`src/rtl/dbs_pkg.sv`:
```
package dbs_pkg;

  typedef enum logic [2:0] {
    CMD_NOP = 3'd0,
    CMD_ACT = 3'd1,
    CMD_RD  = 3'd2,
    CMD_WR  = 3'd3,
    CMD_PRE = 3'd4
  } cmd_e;

  typedef enum logic {
    PAGE_OPEN   = 1'b0,
    PAGE_CLOSED = 1'b1
  } page_e;

  // Timer slots
  localparam int TI_RCD  = 0;
  localparam int TI_RP   = 1;
  localparam int TI_RAS  = 2;
  localparam int TI_WR   = 3;
  localparam int TI_WTR  = 4;
  localparam int TI_IDLE = 5;
  localparam int NTMR    = 6;

  function automatic int imax(input int a, input int b);
    return (a > b) ? a : b;
  endfunction

endpackage

```
`src/rtl/dbs_dcnt.sv`:
```
// Down-counter: loaded with (spacing - 1) in the cycle a command is chosen,
// reads zero once the spacing has elapsed.
module dbs_dcnt #(
  parameter int W = 6
) (
  input  logic         clk,
  input  logic         rst_n,
  input  logic         load,
  input  logic [W-1:0] value,
  output logic         expired
);

  logic [W-1:0] cnt_q;
  logic [W-1:0] cnt_d;
  logic         cnt_en;

  always_comb begin
    cnt_en = load || (cnt_q != '0);
    cnt_d  = load ? value : (cnt_q - 1'b1);
  end

  always_ff @(posedge clk or negedge rst_n) begin
    if (!rst_n) begin
      cnt_q <= '0;
    end else if (cnt_en) begin
      cnt_q <= cnt_d;
    end
  end

  assign expired = (cnt_q == '0);

endmodule

```
`src/rtl/dbs_rdpipe.sv`:
```
// Delays the READ strobe by DEPTH cycles.
module dbs_rdpipe #(
  parameter int DEPTH = 4
) (
  input  logic clk,
  input  logic rst_n,
  input  logic rd_out,
  output logic rd_valid
);

  generate
    if (DEPTH == 1) begin : g_single
      logic stage_q;
      always_ff @(posedge clk or negedge rst_n) begin
        if (!rst_n) stage_q <= 1'b0;
        else        stage_q <= rd_out;
      end
      assign rd_valid = stage_q;
    end else begin : g_chain
      logic [DEPTH-1:0] chain_q;
      logic [DEPTH-1:0] chain_d;
      always_comb chain_d = {chain_q[DEPTH-2:0], rd_out};
      always_ff @(posedge clk or negedge rst_n) begin
        if (!rst_n) chain_q <= '0;
        else        chain_q <= chain_d;
      end
      assign rd_valid = chain_q[DEPTH-1];
    end
  endgenerate

endmodule

```
`src/rtl/dbs_sched.sv`:
```
// Chooses at most one command per cycle from the pending request, the row
// state and the expired flags of the spacing timers.
module dbs_sched
  import dbs_pkg::*;
#(
  parameter int    ROW_W   = 14,
  parameter page_e POLICY  = PAGE_OPEN,
  parameter bit    IDLE_EN = 1'b1
) (
  input  logic             pend,
  input  logic [ROW_W-1:0] pend_row,
  input  logic             pend_wr,
  input  logic             row_open,
  input  logic             row_used,
  input  logic [ROW_W-1:0] open_row,
  input  logic [NTMR-1:0]  tz,
  output cmd_e             nxt
);

  logic same_row;
  logic hit;
  logic pre_ok;
  logic rd_ok;
  logic wr_ok;
  logic auto_close;

  always_comb begin
    same_row = row_open && (open_row == pend_row);
    // closed-page reuses a row only for the access that opened it
    hit      = same_row && ((POLICY == PAGE_OPEN) || !row_used);
    pre_ok   = tz[TI_RAS] && tz[TI_WR];
    rd_ok    = tz[TI_RCD] && tz[TI_WTR];
    wr_ok    = tz[TI_RCD];
    if (POLICY == PAGE_CLOSED) auto_close = row_used;
    else                       auto_close = IDLE_EN && row_used && tz[TI_IDLE];
  end

  always_comb begin
    nxt = CMD_NOP;
    if (pend) begin
      if (hit) begin
        if (pend_wr) begin
          if (wr_ok) nxt = CMD_WR;
        end else if (rd_ok) begin
          nxt = CMD_RD;
        end
      end else if (row_open) begin
        if (pre_ok) nxt = CMD_PRE;          // row miss wins over timeout
      end else if (tz[TI_RP]) begin
        nxt = CMD_ACT;
      end
    end else if (row_open && auto_close && pre_ok) begin
      nxt = CMD_PRE;
    end
  end

endmodule

```
`src/rtl/dram_bank_seq.sv`:
```
module dram_bank_seq
  import dbs_pkg::*;
#(
  parameter int    ROW_W    = 14,
  parameter int    COL_W    = 10,
  parameter int    TRCD     = 18,
  parameter int    TCL      = 16,
  parameter int    TRP      = 18,
  parameter int    TRAS     = 38,
  parameter int    TWR      = 12,
  parameter int    TWTR     = 8,
  parameter int    IDLE_WIN = 64,
  parameter page_e POLICY   = PAGE_OPEN
) (
  input  logic             clk,
  input  logic             rst_n,
  input  logic             req_valid,
  output logic             req_ready,
  input  logic [ROW_W-1:0] req_row,
  input  logic [COL_W-1:0] req_col,
  input  logic             req_write,
  output logic             cmd_valid,
  output logic [2:0]       cmd_code,
  output logic [ROW_W-1:0] cmd_row,
  output logic [COL_W-1:0] cmd_col,
  output logic             rd_valid
);

  localparam int  TMAX    = imax(imax(imax(TRCD, TRP), imax(TRAS, TWR)),
                                 imax(TWTR, imax(IDLE_WIN, 1)));
  localparam int  CW      = $clog2(TMAX + 1);
  localparam bit  IDLE_EN = (IDLE_WIN > 0);
  localparam int  IDLE_LD = IDLE_EN ? IDLE_WIN - 1 : 0;

  // Request holding register
  logic             pend_q, pend_d;
  logic [ROW_W-1:0] prow_q, prow_d;
  logic [COL_W-1:0] pcol_q, pcol_d;
  logic             pwr_q, pwr_d;
  logic             req_en;

  // Bank row state
  logic             open_q, open_d;
  logic             used_q, used_d;
  logic [ROW_W-1:0] orow_q, orow_d;
  logic             bank_en;

  // Registered command outputs
  cmd_e             cmd_q, cmd_d;
  logic [ROW_W-1:0] crow_q, crow_d;
  logic [COL_W-1:0] ccol_q, ccol_d;

  cmd_e             nxt;
  logic             accept;
  logic             access;
  logic [NTMR-1:0]  tz;
  logic [NTMR-1:0]  tld;
  logic [CW-1:0]    tval [NTMR];

  assign req_ready = !pend_q;
  assign accept    = req_valid && req_ready;
  assign access    = (nxt == CMD_RD) || (nxt == CMD_WR);

  dbs_sched #(
    .ROW_W   (ROW_W),
    .POLICY  (POLICY),
    .IDLE_EN (IDLE_EN)
  ) u_sched (
    .pend     (pend_q),
    .pend_row (prow_q),
    .pend_wr  (pwr_q),
    .row_open (open_q),
    .row_used (used_q),
    .open_row (orow_q),
    .tz       (tz),
    .nxt      (nxt)
  );

  // Timer load values and load strobes
  always_comb begin
    tval[TI_RCD]  = CW'(TRCD - 1);
    tval[TI_RP]   = CW'(TRP - 1);
    tval[TI_RAS]  = CW'(TRAS - 1);
    tval[TI_WR]   = CW'(TWR - 1);
    tval[TI_WTR]  = CW'(TWTR - 1);
    tval[TI_IDLE] = CW'(IDLE_LD);
    tld[TI_RCD]   = (nxt == CMD_ACT);
    tld[TI_RAS]   = (nxt == CMD_ACT);
    tld[TI_RP]    = (nxt == CMD_PRE);
    tld[TI_WR]    = (nxt == CMD_WR);
    tld[TI_WTR]   = (nxt == CMD_WR);
    tld[TI_IDLE]  = access;
  end

  generate
    for (genvar gi = 0; gi < NTMR; gi++) begin : g_tmr
      dbs_dcnt #(.W(CW)) u_cnt (
        .clk     (clk),
        .rst_n   (rst_n),
        .load    (tld[gi]),
        .value   (tval[gi]),
        .expired (tz[gi])
      );
    end
  endgenerate

  // Next-state logic
  always_comb begin
    req_en = accept || access;
    pend_d = pend_q;
    prow_d = prow_q;
    pcol_d = pcol_q;
    pwr_d  = pwr_q;
    if (accept) begin
      pend_d = 1'b1;
      prow_d = req_row;
      pcol_d = req_col;
      pwr_d  = req_write;
    end else if (access) begin
      pend_d = 1'b0;
    end

    bank_en = (nxt != CMD_NOP);
    open_d  = open_q;
    used_d  = used_q;
    orow_d  = orow_q;
    unique case (nxt)
      CMD_ACT: begin
        open_d = 1'b1;
        used_d = 1'b0;
        orow_d = prow_q;
      end
      CMD_PRE: begin
        open_d = 1'b0;
        used_d = 1'b0;
      end
      CMD_RD, CMD_WR: used_d = 1'b1;
      default: ;
    endcase

    cmd_d  = nxt;
    crow_d = '0;
    ccol_d = '0;
    if (nxt == CMD_PRE)                    crow_d = orow_q;
    else if (nxt != CMD_NOP)               crow_d = prow_q;
    if (access)                            ccol_d = pcol_q;
  end

  // Registers
  always_ff @(posedge clk or negedge rst_n) begin
    if (!rst_n) begin
      pend_q <= 1'b0;
      prow_q <= '0;
      pcol_q <= '0;
      pwr_q  <= 1'b0;
    end else if (req_en) begin
      pend_q <= pend_d;
      prow_q <= prow_d;
      pcol_q <= pcol_d;
      pwr_q  <= pwr_d;
    end
  end

  always_ff @(posedge clk or negedge rst_n) begin
    if (!rst_n) begin
      open_q <= 1'b0;
      used_q <= 1'b0;
      orow_q <= '0;
    end else if (bank_en) begin
      open_q <= open_d;
      used_q <= used_d;
      orow_q <= orow_d;
    end
  end

  always_ff @(posedge clk or negedge rst_n) begin
    if (!rst_n) begin
      cmd_q  <= CMD_NOP;
      crow_q <= '0;
      ccol_q <= '0;
    end else begin
      cmd_q  <= cmd_d;
      crow_q <= crow_d;
      ccol_q <= ccol_d;
    end
  end

  assign cmd_valid = (cmd_q != CMD_NOP);
  assign cmd_code  = cmd_q;
  assign cmd_row   = crow_q;
  assign cmd_col   = ccol_q;

  dbs_rdpipe #(.DEPTH(TCL)) u_rdpipe (
    .clk      (clk),
    .rst_n    (rst_n),
    .rd_out   (cmd_q == CMD_RD),
    .rd_valid (rd_valid)
  );

endmodule

```
`config.mk`:
```
export PLATFORM = sky130hd
export DESIGN_NAME = dram_bank_seq
export DESIGN_NICKNAME = d
export VERILOG_FILES = /design/src/rtl/dbs_pkg.sv /design/src/rtl/dbs_dcnt.sv /design/src/rtl/dbs_rdpipe.sv /design/src/rtl/dbs_sched.sv /design/src/rtl/dram_bank_seq.sv
export SDC_FILE = /design/constraint.sdc
export NUM_CORES = 1
export LEC_CHECK = 0
export BUFFER_PORTS_ARGS = -buffer_cell sky130_fd_sc_hd__clkbuf_2
export CAP_MARGIN = 5
export CORE_ASPECT_RATIO = 0.7
export CORE_UTILIZATION = 52
export CTS_CLUSTER_DIAMETER = 200
export DETAILED_ROUTE_END_ITERATION = 7
export PLACE_DENSITY = 0.72
export SLEW_MARGIN = 30
export SYNTH_ARGS = -nofsm -noshare
export SYNTH_HDL_FRONTEND = slang
export SYNTH_SLANG_ARGS = --single-unit
```
`constraint.sdc`:
```
create_clock -name clk -period 1.8 [get_ports clk]
set_clock_uncertainty 0.15 [all_clocks]
set_input_delay 0.18 -clock clk [delete_from_list [all_inputs] [get_ports clk]]
set_output_delay 0.18 -clock clk [all_outputs]
set_load 0.03 [all_outputs]
```
==> reports/results.ini, run 1 <==
[status]
outcome = finished, violations left
violations = setup timing

[clock_network]
insertion_delay_ns = 0.42
cts_buffer_depth = 2
cts-root-buf = clkbuf_16
clk_pin_slew_ns = 0.06
clock-sinks = 127
cts-htree-levels = 4
cts_tree = done
cts_buffers = 17

[floorplan]
io_pins = 58
core-area_sq_mm = 0.00976
row_count = 30
dieHeight_um = 86.3
die_area_sq_mm = 0.0106
initial_core_util_pct = 54.1
die_x_um = 122

[setup_path]
cp_max_fo = 4
start_kind = flop
reg2reg_slack_ns = -0.38
cp.depth = 7
crit_chain = xnor2_2 -> nand4_1 -> nor4_4 -> buf_4 -> nand4_1 -> nand3_1 -> a21oi_2
crit_family = simple AND/OR/NAND/NOR gates
worst-path-buf-inv = 1
cp-end-kind = flop
r2r_end = used_q
cp_common_cell = nand4_1
required_ns = 1.95
path_class = reg2reg
reg2reg_depth = 7
slowest_delay_ns = 0.42
crit_slowest_cell = dfrtp_1
regToRegStartpoint = prow_q[7]
arrival_ns = 2.33

[timing]
fmax_mhz = 458
holdWs_ns = 0.109
tightest_slew_ns = 0.468
grt_setup_unrepaired = true
drv_slew = 0
slew_headroom_pct = 68.8
fin_crit_sh_pct = 121
fin_crit_ns = 2.18
finalSetupViolations = 87
setup_ws_ns = -0.384
hold_viol = 0

[routing]
drt-total-wl_mm = 15.5
viasPerCell = 5.62
routedWlPerCell_um = 19.7
vias = 4414
antenna_left = 0
drc = 0
drt_first_pass_iters = 5
drtIter0Drc = 430

[power]
p_int_w = 0.00824
clockPowerShare_pct = 29.2
seq_power_share_pct = 34.5
peakVddDrop_mv = 0.861
netSwitchingPower_w = 0.00408
leakage_nw = 3.93
p_comb_share_pct = 36.3
p_per_area_mw_per_mm2 = 1540
sw_frac_of_total_pct = 33.1

[global_routing]
grt_max_degree = 35
grt_pass1_wl_mm = 22.1
met3_usage_pct = 7.04
grt.busiest_layer = met2
first_global_vias = 4464
grt_use_met1_pct = 34.7
grtUsageMet2_pct = 48.0
grt_antenna_before_repair = 0
grt_usage_pct = 28.1
overflow = 0

[placement]
place_hpwl_mm = 7.89
dp.cells = 698
io_buffers = 57
gp_congestion = 0.794

[layout]
syn2layout_area_growth_pct = 51.3
layoutNonFillerInstCount = 786
drive_above_1_share_pct = 48.8
n_antenna_cell = 0
nets = 686
multi_input_area_sq_mm = 0.00243
seqCellArea_sq_mm = 0.00318
fill_cells = 480

[yosys]
netlist_area_sq_mm = 0.00528
postSynthCellCount = 447
synth.avg_cell_area_sq_um = 11.8
synthDistinctLibCells = 44
synth_seq_cells = 127
yosysSeqAreaShare_pct = 60.2
syn-num-nets = 487
synth_area_leader_cell = dfrtp_1
synth_top_cells_by_area = dfrtp_1, mux2_2, nand2_1
netlist.area_leader.share_pct = 60.2
ys_warn_count = 0

[run]
drv_cap = 0

[min_path]
hp-class = in2async

-- registers in the layout, indices dropped and copies added, names as in the netlist --
name                      count
used_q                        1
cmd_row                      14
pcol_q                       10
pwr_q                         1
prow_q                       14
u_rdpipe.g_chain.chain_q     16
open_q                        1
orow_q                       14
g_tmr.u_cnt.cnt_q            42
cmd_code                      3
cmd_col                      10
pend_q                        1
-- synthesized netlist by cell type --
cell type,number
a211oi_1,2
a211oi_2,2
a21oi_1,7
a22o_1,3
a32o_1,11
and2_1,1
and2_4,1
and3_1,10
and3b_1,2
and4_1,1
and4b_1,1
buf_1,1
buf_2,5
buf_6,2
clkbuf_1,6
dfrtp_1,127
ha_1,12
inv_1,16
mux2_2,26
nand2_1,78
nand2_2,1
nand2_4,1
nand2b_1,5
nand3_1,8
nand3b_1,5
nand4_1,5
nand4b_1,1
nor2_1,26
nor2b_1,1
nor3_1,10
nor3_2,1
nor3b_1,2
nor4_1,5
nor4_2,3
nor4_4,1
nor4b_1,1
o211ai_1,3
o21ai_0,5
o21bai_1,1
o22ai_2,1
or3_1,7
or4_1,2
xnor2_1,29
xor2_1,9
-- worst max path at each step --
stage / end / from
2_1_floorplan: g_tmr[1].u_cnt.cnt_q[1] / prow_q[10]
3_3_place_gp: g_tmr[4].u_cnt.cnt_q[5] / prow_q[4]
3_5_place_dp: g_tmr[4].u_cnt.cnt_q[3] / prow_q[4]
4_1_cts: cmd_row[2] / orow_q[3]
5_1_grt: g_tmr[3].u_cnt.cnt_q[1] / prow_q[7]
6_report: used_q / prow_q[7]
-- routing by layer --
| layer | vias up | routed length [um] |
|---|---|---|
| met5 | - | 0 |
| met4 | 0 | 395 |
| met3 | 55 | 868 |
| met2 | 198 | 8030 |
| met1 | 2226 | 6210 |
| li1 | 1935 | - |
-- final cells by class --
| cell class | count | share of cell area, % |
|---|---|---|
| Sequential cell | 127 | 39.8 |
| Multi-Input combinational cell | 291 | 30.5 |
| Clock inverter | 13 | 2.38 |
| Timing Repair Buffer | 193 | 19.1 |
| Inverter | 16 | 0.784 |
| Tap cell | 128 | 2.01 |
| Clock buffer | 18 | 5.38 |
-- placed cells by master (no fill, tap or decap), types with 8 or more instances in the layout --
master	synthesis	layout
a32o_1	11	10
and3_1	10	10
buf_4	0	91
buf_6	2	11
clkbuf_16	0	18
clkbuf_2	0	56
dfrtp_1	127	125
dlygate4sd3_1	0	27
ha_1	12	9
inv_1	16	11
mux2_2	26	26
nand2_1	78	44
nand2_2	1	24
nand2_4	1	11
nor2_1	26	13
nor2_2	0	8
xnor2_1	29	27
-- kinds of logic after synthesis --
logic type               synth area share [%]
flip-flops                               60.2
AND/OR/NAND/NOR                          17.2
XOR/XNOR                                 6.31
buffers and inverters                    2.54
multiplexers                             5.55
adder cells (fa/ha/maj)                  2.85
AO/OA/AOI/OAI                            5.29
-- power by group through the flow --
stage | clock (W) | combinational, W | sequential [W]
finish | 0.00360 | 0.00447 | 0.00426
detailed placement | 0 | 0.00315 | 0.00415
floorplan | 0 | 0.00171 | 0.00416
CTS | 0.00361 | 0.00364 | 0.00417
global route | 0.00376 | 0.00479 | 0.00433
global placement | 0 | 0.00297 | 0.00410
-- stage by stage --
step | instance area [sq um] | setup TNS [ns] | utilization [%] | total power (W) | setup WS [ns]
floorplan | 5310 | -1.67 | - | 0.00587 | -0.111
global placement | 6340 | -6.25 | 65.0 | 0.00707 | -0.213
detailed placement | 6340 | -8.31 | 65.0 | 0.00730 | -0.256
CTS | 7570 | -9.32 | 77.6 | 0.0114 | -0.216
global route | 7980 | -23.21 | 81.8 | 0.0129 | -0.384
finish | 7980 | -21.51 | 81.8 | 0.0123 | -0.384
-- repair_timing --
| item | in CTS | in global routing |
|---|---|---|
| cloned | 3 | 1 |
| endpoints found under the hold margin | 153 | 0 |
| setup buffers | 12 | 16 |
| gates resized for setup | 58 | 71 |
| setup endpoints to repair | 85 | 86 |
| hold buffers | 27 | 0 |
| pin swaps | 48 | 38 |
Note: power is estimated with default switching activity, not from simulation.
==> run 2: changes to the inputs <==
--- a/config.mk
+++ b/config.mk
@@ -7,7 +7,7 @@
 export LEC_CHECK = 0
 export BUFFER_PORTS_ARGS = -buffer_cell sky130_fd_sc_hd__clkbuf_2
 export CAP_MARGIN = 5
-export CORE_ASPECT_RATIO = 0.7
+export CORE_ASPECT_RATIO = 0.5
 export CORE_UTILIZATION = 52
 export CTS_CLUSTER_DIAMETER = 200
 export DETAILED_ROUTE_END_ITERATION = 7
==> reports/results.ini, run 2 (synthesis gave the netlist of run 1 again) <==
[layout]
mostFrequentLayoutCell = dfrtp_1
syn2layout_area_growth_pct = 48.5
regMostFlops = g_tmr.u_cnt.cnt_q
drive_above_1_share_pct = 44.7
n_antenna_cell = 0
nets = 685
largestRegisters = g_tmr.u_cnt.cnt_q: 42 flops, u_rdpipe.g_chain.chain_q: 16 flops
most-common-layout-cells = dfrtp_1, buf_4, nand2_1
largest_reg_flops = 42

[routing]
drt_first_pass_iters = 5
viasPerCell = 5.58
vias = 4428
antenna_left = 0
drt-total-wl_mm = 15.3
drtIter0Drc = 371
routedWlPerCell_um = 19.3
drc = 0

[global_routing]
first_global_vias = 4280
overflow = 0
grt_pass1_wl_mm = 21.2
grt_antenna_before_repair = 0
grt_max_degree = 58
grt_usage_pct = 27.5

[power]
p_per_area_mw_per_mm2 = 1530
leakage_nw = 3.78
peakVddDrop_mv = 0.812

[timing]
fin_crit_ns = 2.14
grt_setup_unrepaired = true
tightest_slew_ns = 0.422
fmax_mhz = 467
hold_viol = 0
slew_headroom_pct = 71.8
finalSetupViolations = 85
holdWs_ns = 0.0846
drv_slew = 0
fin_crit_sh_pct = 119
setup_ws_ns = -0.341

[clock_network]
clk_pin_slew_ns = 0.06
cts_buffer_depth = 2
cts-htree-levels = 4
clock-sinks = 127
cts_tree = done
cts_buffers = 17
cts-root-buf = clkbuf_16
insertion_delay_ns = 0.42

[floorplan]
io_pins = 58
row_count = 25
core-area_sq_mm = 0.00963
dieHeight_um = 73.2
die_area_sq_mm = 0.0106
initial_core_util_pct = 54.8
die_x_um = 144

[status]
violations = setup timing
outcome = finished, violations left

[placement]
io_buffers = 57
place_ws_ns = -0.215
gp_congestion = 0.816
place_hpwl_mm = 7.51

[setup_path]
cp-end-kind = flop
required_ns = 1.95
cp_max_fo = 6
start_kind = flop
arrival_ns = 2.29
path_class = reg2reg

[run]
drv_cap = 0

[min_path]
hp-class = in2async

## run 2: critical path, stage by stage, from the launching register on
cell and delay (ns):
dfrtp_1 0.41, xnor2_1 0.20, nand4_1 0.18, nor4_4 0.44, o22ai_2 0.20, and2_4 0.23
a22o_1 0.22
## run 2: area by class of cell
cell class              count  area [sq um]
inverters                  16          65.1
clock buffers              17           425
repair buffers            192          1490
multi-input cells         291          2320
clock inverters            15           186
flip-flops and latches    127          3180
well taps                 135           169
fillers                   522          1800
## run 2: power by group
part           internal (W)  leakage [nW]  switching (W)
Combinational       0.00218          1.87        0.00201
Sequential          0.00358          1.62       0.000644
Clock               0.00220         0.292        0.00138
Total               0.00795          3.78        0.00404
## run 2: stage by stage
| step | utilization, % | std cells | instance area [sq um] | setup TNS [ns] | power (W) |
|---|---|---|---|---|---|
| 3_3_place_gp | 66.8 | 717 | 6430 | -9.43 | 0.00720 |
| 2_1_floorplan | - | 447 | 5310 | -1.67 | 0.00587 |
| 6_report | 81.3 | 793 | 7840 | -17.84 | 0.0120 |
| 3_5_place_dp | 66.8 | 717 | 6430 | -8.49 | 0.00733 |
| 4_1_cts | 78.7 | 785 | 7580 | -8.07 | 0.0113 |
| 5_1_grt | 81.3 | 793 | 7840 | -22.99 | 0.0125 |
## run 2: what timing repair did
action,in CTS,in global routing
endpoints found under the hold margin,153,0
cloned,1,1
endpoints found under the setup margin,81,86
hold buffers,27,0
buffers inserted,8,9
pin swaps,24,28
gates resized for setup,45,41
## run 2: final timing paths
path | startpoint | to | slack, ns | cells past startpoint
worst max-delay path | prow_q[13] | cmd_row[2] | -0.34 | 6
worst min-delay path | rst_n | prow_q[4] | 0.08 | 2
worst max register to register | prow_q[13] | cmd_row[2] | -0.34 | 6
worst min register to register | u_rdpipe.g_chain.chain_q[4] | u_rdpipe.g_chain.chain_q[5] | 0.20 | 0
max in group asynchronous | rst_n | u_rdpipe.g_chain.chain_q[14] | 0.77 | 3
min in group clk | u_rdpipe.g_chain.chain_q[4] | u_rdpipe.g_chain.chain_q[5] | 0.20 | 0
## run 2: per-layer routing
layer  part of all wire [%]  up-vias  track usage (%)
li1                       -     1928                -
met1                     41     2251             33.3
met2                     51      204             47.7
met3                    5.6       45             6.56
met4                    2.5        0             12.0
met5                      0        -                0
==> run 3: changes to the inputs <==
--- a/config.mk
+++ b/config.mk
@@ -8,10 +8,11 @@
 export BUFFER_PORTS_ARGS = -buffer_cell sky130_fd_sc_hd__clkbuf_2
 export CAP_MARGIN = 5
 export CORE_ASPECT_RATIO = 0.5
-export CORE_UTILIZATION = 52
+export CORE_UTILIZATION = 55
+export CTS_BUF_LIST = sky130_fd_sc_hd__clkbuf_8
 export CTS_CLUSTER_DIAMETER = 200
 export DETAILED_ROUTE_END_ITERATION = 7
-export PLACE_DENSITY = 0.72
+export PLACE_DENSITY = 0.73
 export SLEW_MARGIN = 30
 export SYNTH_ARGS = -nofsm -noshare
 export SYNTH_HDL_FRONTEND = slang
==> constraint.sdc (replaced) <==
create_clock -name clk -period 2.75 [get_ports clk]
set_clock_uncertainty 0.15 [all_clocks]
set_input_delay 0.275 -clock clk [delete_from_list [all_inputs] [get_ports clk]]
set_output_delay 0.275 -clock clk [all_outputs]
set_load 0.03 [all_outputs]
==> reports/results.ini, run 3 (synthesis gave the netlist of run 1 again) <==
[clock_network]
insertion_delay_ns = 0.45
cts-root-buf = clkbuf_8
cts_tree = done
clock-sinks = 127
cts_buffer_depth = 2
cts_buffers = 17
cts-htree-levels = 4
clk_pin_slew_ns = 0.08

[global_routing]
overflow = 0
grt_max_degree = 53
grt_pass1_wl_mm = 17.1
grt_usage_pct = 23.0
first_global_vias = 3546
grt_antenna_before_repair = 0

[placement]
io_buffers = 57
place_hpwl_mm = 6.69
gp_congestion = 0.803
place_ws_ns = 0.512
dp.cells = 621

[routing]
drt_first_pass_iters = 4
antenna_left = 0
viasPerCell = 5.26
drt-total-wl_mm = 10.3
drtIter0Drc = 140
vias = 3577
drc = 0
routedWlPerCell_um = 15.2

[timing]
fin_crit_ns = 2.30
grt_setup_unrepaired = false
setup_ws_ns = 0.449
hold_viol = 0
finalSetupTns_ns = 0
slew_headroom_pct = 56.1
fin_crit_sh_pct = 83.7
tightest_slew_ns = 0.658
drv_slew = 0
fmax_mhz = 435
holdWs_ns = 0.200
finalSetupViolations = 0

[setup_path]
arrival_ns = 2.53
required_ns = 2.97
cp-end-kind = flop
path_class = reg2reg
start_kind = flop
cp_max_fo = 14

[layout]
regMostFlops = g_tmr.u_cnt.cnt_q
largestRegisters = g_tmr.u_cnt.cnt_q: 42 flops, u_rdpipe.g_chain.chain_q: 16 flops
syn2layout_area_growth_pct = 23.7
layoutNonFillerInstCount = 680
fill_cells = 605
mostFrequentLayoutCell = dfrtp_1
n_antenna_cell = 0
drive_above_1_share_pct = 25.0
nets = 590
most-common-layout-cells = dfrtp_1, nand2_1, clkbuf_2
largest_reg_flops = 42

[power]
leakage_nw = 3.20
peakVddDrop_mv = 0.517
p_per_area_mw_per_mm2 = 946
finalPower_w = 0.00617

[floorplan]
initial_core_util_pct = 58.6
die_area_sq_mm = 0.0100
die_x_um = 141
dieHeight_um = 71.3
core-area_sq_mm = 0.00901
row_count = 24
io_pins = 58

[min_path]
hp-class = reg2reg

[status]
outcome = finished, final reports clean

[run]
drv_cap = 0

[run 3: final timing paths]
| path | from | endpoint | slack (ns) | depth (start not counted) |
|---|---|---|---|---|
| hold / removal | u_rdpipe.g_chain.chain_q[6] | u_rdpipe.g_chain.chain_q[7] | 0.20 | 0 |
| hold reg to reg | u_rdpipe.g_chain.chain_q[6] | u_rdpipe.g_chain.chain_q[7] | 0.20 | 0 |
| setup reg to reg | prow_q[13] | cmd_row[13] | 0.45 | 6 |
| setup / recovery | prow_q[13] | cmd_row[13] | 0.45 | 6 |
| max in group asynchronous | rst_n | g_tmr[1].u_cnt.cnt_q[6] | 1.48 | 3 |
| min in group asynchronous | rst_n | g_tmr[3].u_cnt.cnt_q[5] | 0.26 | 2 |
[run 3: area by class of cell]
| type | instances | area (sq um) | share of cell area (%) |
|---|---|---|---|
| Tap cell | 117 | 146 | 2.24 |
| Timing Repair Buffer | 98 | 676 | 10.4 |
| Inverter | 16 | 60.1 | 0.920 |
| Sequential cell | 127 | 3180 | 48.7 |
| Multi-Input combinational cell | 290 | 1970 | 30.1 |
| Clock inverter | 14 | 250 | 3.84 |
| Clock buffer | 18 | 248 | 3.80 |
[run 3: layer usage]
layer  track usage (%)  vias to the layer above  wire length [um]
li1                  -                     1731                 -
met1              31.4                     1764              5100
met2              35.2                       64              4670
met3              5.48                       18               411
met4              11.6                        0               166
met5                 0                        -                 0
[run 3: critical path, cell delays in order, from the launching register on]
cell	delay, ns
dfrtp_1	0.43
xnor2_1	0.24
nand4_1	0.17
nor4_4	0.55
nand2_2	0.27
nand2_4	0.25
a32o_1	0.16
[run 3: timing repair]
item / in CTS / in global routing
hold endpoints to repair: 75 / 0
resized for setup: 0 / 0
setup buffers: 0 / 0
hold buffers: 27 / 0
[run 3: report_power, final]
group | switching [W] | internal, W
sequential | 0.000439 | 0.00234
combinational | 0.000707 | 0.000694
clock | 0.000779 | 0.00121
[run 3: stage by stage]
stage | utilization, % | instance area, sq um
final | 72.4 | 6530
after global routing | 72.4 | 6530
after CTS | 72.4 | 6530
after detailed placement | 63.9 | 5760
after global placement | 63.9 | 5760
after floorplan | - | 5280
